**src/rtl/ceg_pkg.sv**
```systemverilog
package ceg_pkg;
    typedef enum logic [1:0] {
        EM_OFF    = 2'd0,
        EM_BORDER = 2'd1,
        EM_SHADOW = 2'd2
    } edge_mode_e;
endpackage

```
**src/rtl/ceg_line_sreg.sv**
```systemverilog
module ceg_line_sreg #(
    parameter int W = 12
) (
    input  logic         clk,
    input  logic         rst_n,
    input  logic         load,
    input  logic [W-1:0] din,
    output logic         left_o,
    output logic         cur_o,
    output logic         right_o
);
    // bit W holds the dot already shifted past (left neighbour)
    logic [W:0] sr_d, sr_q;

    always_comb begin
        if (load) sr_d = {1'b0, din};
        else      sr_d = {sr_q[W-1:0], 1'b0};
    end

    always_ff @(posedge clk or negedge rst_n) begin
        if (!rst_n) sr_q <= '0;
        else        sr_q <= sr_d;
    end

    assign left_o  = sr_q[W];
    assign cur_o   = sr_q[W-1];
    assign right_o = sr_q[W-2];
endmodule

```
**src/rtl/ceg_edge_logic.sv**
```systemverilog
module ceg_edge_logic
    import ceg_pkg::*;
(
    input  edge_mode_e mode,
    input  logic       in_cell,
    input  logic       left_i,
    input  logic       cur_i,
    input  logic       right_i,
    input  logic       up_i,
    input  logic       down_i,
    output logic       lum_o,
    output logic       edg_o
);
    logic touch;

    always_comb begin
        unique case (mode)
            EM_BORDER: touch = left_i | right_i | up_i | down_i;
            EM_SHADOW: touch = left_i | up_i;
            default:   touch = 1'b0;
        endcase
        lum_o = in_cell & cur_i;
        edg_o = in_cell & ~cur_i & touch;
    end
endmodule

```
**src/rtl/char_edge_gen.sv**
```systemverilog
module char_edge_gen
    import ceg_pkg::*;
#(
    parameter int CELL_W = 12,
    parameter int CELL_H = 16
) (
    input  logic              clk,
    input  logic              rst_n,
    input  logic              dot_load,
    input  logic              line_adv,
    input  logic              bord_en,
    input  logic              shadow_sel,
    input  logic [CELL_W-1:0] row_above,
    input  logic [CELL_W-1:0] row_cur,
    input  logic [CELL_W-1:0] row_below,
    output logic              lum_o,
    output logic              edge_o
);
    localparam int POS_W = $clog2(CELL_W + 1);
    localparam int ROW_W = $clog2(CELL_H);
    localparam int NLANE = 3;
    localparam logic [POS_W-1:0] POS_IDLE = POS_W'(CELL_W);
    localparam logic [ROW_W-1:0] ROW_LAST = ROW_W'(CELL_H - 1);

    typedef struct packed {
        logic [POS_W-1:0] pos;
        logic [ROW_W-1:0] row;
        logic             lum;
        logic             edg;
    } state_t;

    state_t st_d, st_q;

    logic [CELL_W-1:0] lane_din [NLANE];
    logic [NLANE-1:0]  lane_l, lane_c, lane_r;
    logic              comb_lum, comb_edg;
    edge_mode_e        mode;

    // lane 0 = above, 1 = current, 2 = below; boundary rows are masked
    always_comb begin
        lane_din[0] = (st_q.row == '0)      ? '0 : row_above;
        lane_din[1] = row_cur;
        lane_din[2] = (st_q.row == ROW_LAST) ? '0 : row_below;
    end

    for (genvar i = 0; i < NLANE; i++) begin : g_lane
        ceg_line_sreg #(.W(CELL_W)) u_lane (
            .clk     (clk),
            .rst_n   (rst_n),
            .load    (dot_load),
            .din     (lane_din[i]),
            .left_o  (lane_l[i]),
            .cur_o   (lane_c[i]),
            .right_o (lane_r[i])
        );
    end

    always_comb begin
        if (!bord_en)       mode = EM_OFF;
        else if (shadow_sel) mode = EM_SHADOW;
        else                mode = EM_BORDER;
    end

    ceg_edge_logic u_edge (
        .mode    (mode),
        .in_cell (st_q.pos != POS_IDLE),
        .left_i  (lane_l[1]),
        .cur_i   (lane_c[1]),
        .right_i (lane_r[1]),
        .up_i    (lane_c[0]),
        .down_i  (lane_c[2]),
        .lum_o   (comb_lum),
        .edg_o   (comb_edg)
    );

    always_comb begin
        st_d     = st_q;
        st_d.lum = comb_lum;
        st_d.edg = comb_edg;
        if (dot_load)                st_d.pos = '0;
        else if (st_q.pos != POS_IDLE) st_d.pos = st_q.pos + 1'b1;
        if (line_adv)
            st_d.row = (st_q.row == ROW_LAST) ? '0 : st_q.row + 1'b1;
    end

    always_ff @(posedge clk or negedge rst_n) begin
        if (!rst_n) begin
            st_q.pos <= POS_IDLE;
            st_q.row <= '0;
            st_q.lum <= 1'b0;
            st_q.edg <= 1'b0;
        end else begin
            st_q <= st_d;
        end
    end

    assign lum_o  = st_q.lum;
    assign edge_o = st_q.edg;

    logic [POS_W-1:0] pos_q;
    logic [ROW_W-1:0] row_q;
    assign pos_q = st_q.pos;
    assign row_q = st_q.row;
endmodule

```
**config.mk**
```make
export PLATFORM = sky130hd
export DESIGN_NAME = char_edge_gen
export DESIGN_NICKNAME = d
export VERILOG_FILES = /design/src/rtl/ceg_pkg.sv /design/src/rtl/ceg_line_sreg.sv /design/src/rtl/ceg_edge_logic.sv /design/src/rtl/char_edge_gen.sv
export SDC_FILE = /design/constraint.sdc
export NUM_CORES = 1
export LEC_CHECK = 0
export BUFFER_PORTS_ARGS = -buffer_cell sky130_fd_sc_hd__buf_2
export CAP_MARGIN = 20
export CORE_MARGIN = 4
export CORE_UTILIZATION = 47
export DETAILED_ROUTE_END_ITERATION = 8
export GPL_ROUTABILITY_DRIVEN = 0
export GPL_TIMING_DRIVEN = 0
export PLACE_DENSITY = 0.74
export SLEW_MARGIN = 20
export SYNTH_ARGS = -nofsm -noshare
export SYNTH_HDL_FRONTEND = slang
export SYNTH_SLANG_ARGS = --single-unit
```
**constraint.sdc**
```tcl
create_clock -name clk -period 1.1 [get_ports clk]
set_input_delay 0 -clock clk [delete_from_list [all_inputs] [get_ports clk]]
set_output_delay 0 -clock clk [all_outputs]
set_load 0.02 [all_outputs]
```
==> results.toml <==
[outcome]
status = "complete, but fails checks"
violations = "setup timing"

[grt]
grtUsageMet1_pct = 21.02
grt_pass1_wl_um = 6506
grtUsageMet3_pct = 5.036
first_global_vias = 1414
antenna_found_initial = 0
grt_util_met2_pct = 29.28
track_usage_pct = 17.10
grt_max_degree = 48
grt-ovfl-total = 0
grt.busiest_layer = "met2"

[setup_path]
r2r_slack_ps = -190
start_kind = "flop"
path_buf_inv = 1
max_stage_delay_ps = 390
crit_arrival_ps = 1460
crit_required_ps = 1280
setup.worst_path.end_class = "flop"
worstPathCellList = "ha_2 -> nand3_2 -> and2_4 -> buf_6 -> a22o_1"
startpoint = "row_q[1]$_DFFE_PN0P_"
path_delay_family = "flip-flops"
r2r-end = "g_lane[2].u_lane.sr_q[9]$_DFF_PN0_"
worstSetupEndpoint = "g_lane[2].u_lane.sr_q[9]$_DFF_PN0_"
cp.depth = 5
path_class = "flop to flop"
reg2regPathDepth = 5
reg2reg_from = "row_q[1]$_DFFE_PN0P_"
cp_max_fo = 5
crit_slowest_cell = "dfrtp_1"

[job]
cap_viol_max_count = 0

[routing]
drt_wl_total_um = 4085
drtIter0Drc = 75
drc = 0
wl_per_cell_um = 14.91
vias = 1344
vias_per_cell = 4.905
drt_pass1_iterations = 4
final_antenna_net_count = 0

[clock_tree]
clk_pin_slew_ps = 80
cts-root-buf = "clkbuf_8"
clk_path_buf_depth = 2
cts_tree = "yes"
htreeDepth = 2
cts_inserted_buffers = 5
clock_latency_ps = 290
cts_sinks = 47

[timing]
worst_slack_ps = -187.0
relSlewSlack_pct = 61.32
setup_viol = 26
slew_violations = 0
fin_crit_ps = 1287
max_freq_mhz = 777.0
fin_skew_ps = 4.772
period_share_pct = 117.0
finalHoldViolCount = 0
fin_hold_ws_ps = 83.99
rsz0062_at_grt = "yes"
tightest_slew_ps = 580.2

[floorplanning]
core-area_um2 = 3689
dieArea_um2 = 4930
ios = 44
die_y_um = 70.22
start_util_pct = 49.32
rows = 22
die_x_um = 70.22

[logic_synthesis]
syn_area_per_cell_um2 = 14.10
async_reset_ff_share_pct = 100.0
synth_edf_count = 0
yosys_warnings = 0
ys_types = 29
synth-main-ff-cell = "dfrtp_1"
ys_seq_area_share_pct = 64.79
netlist_area_um2 = 1819
synth_nets = 175
synth_cells = 129
postSynthRegisterBits = 47

[power_and_ir_drop]
leakagePower_nw = 1.284
vdd_ir_drop_max_v = 0.001174
power_density_nw_per_um2 = 1467

[finish]
syn2layout_area_growth_pct = 46.97
mostFrequentLayoutCells = "dfrtp_1 (45), buf_2 (43), dlygate4sd3_1 (39), a22o_1 (22), mux2_2 (8)"
antenna_cells = 0
nFillCells = 251
nets = 271
final_cell_area_um2 = 2674
drive_gt1_share_pct = 36.73
final_common_cell = "dfrtp_1"

[hold_path]
min_path_type = "input port to flop"

[placed_design]
io_buffers = 43
dp_hpwl_um = 2361
dpl_cell_area_um2 = 2106
-- Yosys cell counts (all sizes together), types with 2 or more instances --
cell   number  area share (%)
xnor2       3             1.4
dfrtp      45              62
and2        4             1.5
nor2        5             1.0
a21oi       3             1.0
mux2       11             6.8
nand3       4             1.4
dfstp       2             2.9
a22o       22              11
inv         5             1.0
o21ai       4             1.1
ha          4             2.8
nand2       3            0.62
buf         6             2.5
-- state kept, by name (all words and copies together), names as in the netlist --
signal,flops
lum_o,1
edge_o,1
g_lane.u_lane.sr_q,37
row_q,4
pos_q,4
-- cell type report --
class                   instances  area [µm²]  area share (%)
plain buffers                   6       50.05           1.872
well taps                      48       60.06           2.246
inverters                       5       18.77          0.7019
repair buffers                 89       671.9           25.13
clock buffers                   5       68.82           2.574
flip-flops and latches         47        1179           44.08
clock inverters                 3       15.01          0.5615
multi-input cells              71       610.6           22.84
-- worst min path at each step --
stage	from	endpoint	slack, ps	cells after the start
after CTS	rst_n	row_q[1]$_DFFE_PN0P_	-90	1
after floorplan	rst_n	edge_o$_DFF_PN0_	-300	0
after global placement	rst_n	g_lane[1].u_lane.sr_q[0]$_DFF_PN0_	210	1
after detailed placement	row_above[0]	g_lane[0].u_lane.sr_q[0]$_DFF_PN0_	220	2
after global routing	shadow_sel	edge_o$_DFF_PN0_	90	3
final	shadow_sel	edge_o$_DFF_PN0_	80	3
-- kinds of logic (layout without fill, tap and decap cells) --
logic type / count (synthesis) / after routing / share of synthesized area, %
flip-flops: 47 / 47 / 64.79
AO/OA/AOI/OAI: 31 / 31 / 13.55
AND/OR/NAND/NOR: 21 / 21 / 6.534
multiplexers: 12 / 12 / 7.359
buffers and inverters: 11 / 108 / 3.576
adder cells (fa/ha/maj): 4 / 4 / 2.751
XOR/XNOR: 3 / 3 / 1.445
-- timing repair --
action | 4_1_cts | 5_1_grt
pin swaps | 6 | 7
endpoints found under the hold margin | 84 | 45
hold buffers | 38 | 1
gates cloned | 1 | 0
buffers inserted | 4 | 2
gates resized for setup | 2 | 8
setup endpoints to repair | 28 | 30
-- where the power goes --
group	switching, mW	internal (mW)	leakage [nW]	total (mW)
logic	0.347	0.469	0.664	0.816
registers	0.141	1.99	0.572	2.13
clock network	0.547	0.435	0.0477	0.982
total	1.03	2.89	1.28	3.92
-- routing by layer --
metal | vias to the layer above | routed length (µm)
li1 | 650 | -
met1 | 656 | 1673
met2 | 32 | 2140
met3 | 6 | 215
met4 | 0 | 56
met5 | - | 0
-- tightest hold or removal path, cell delays in order --
cell,delay (ps)
buf_2,70
o21ai_0,70
and4b_1,200
-- through the flow --
step / total power [mW] / std cells / worst slack (ps) / util, % / TNS (ps)
after detailed placement: 2.789 / 220 / -166.4 / 57.09 / -3207
after CTS: 3.902 / 271 / -172.4 / 70.90 / -2735
final: 3.924 / 274 / -187.0 / 72.49 / -2959
after global routing: 4.132 / 274 / -221.0 / 72.49 / -4713
after floorplan: 2.557 / 129 / -55.45 / - / -572.4
after global placement: 2.738 / 220 / -140.4 / 57.09 / -2128
(Power assumes the default switching activity.)
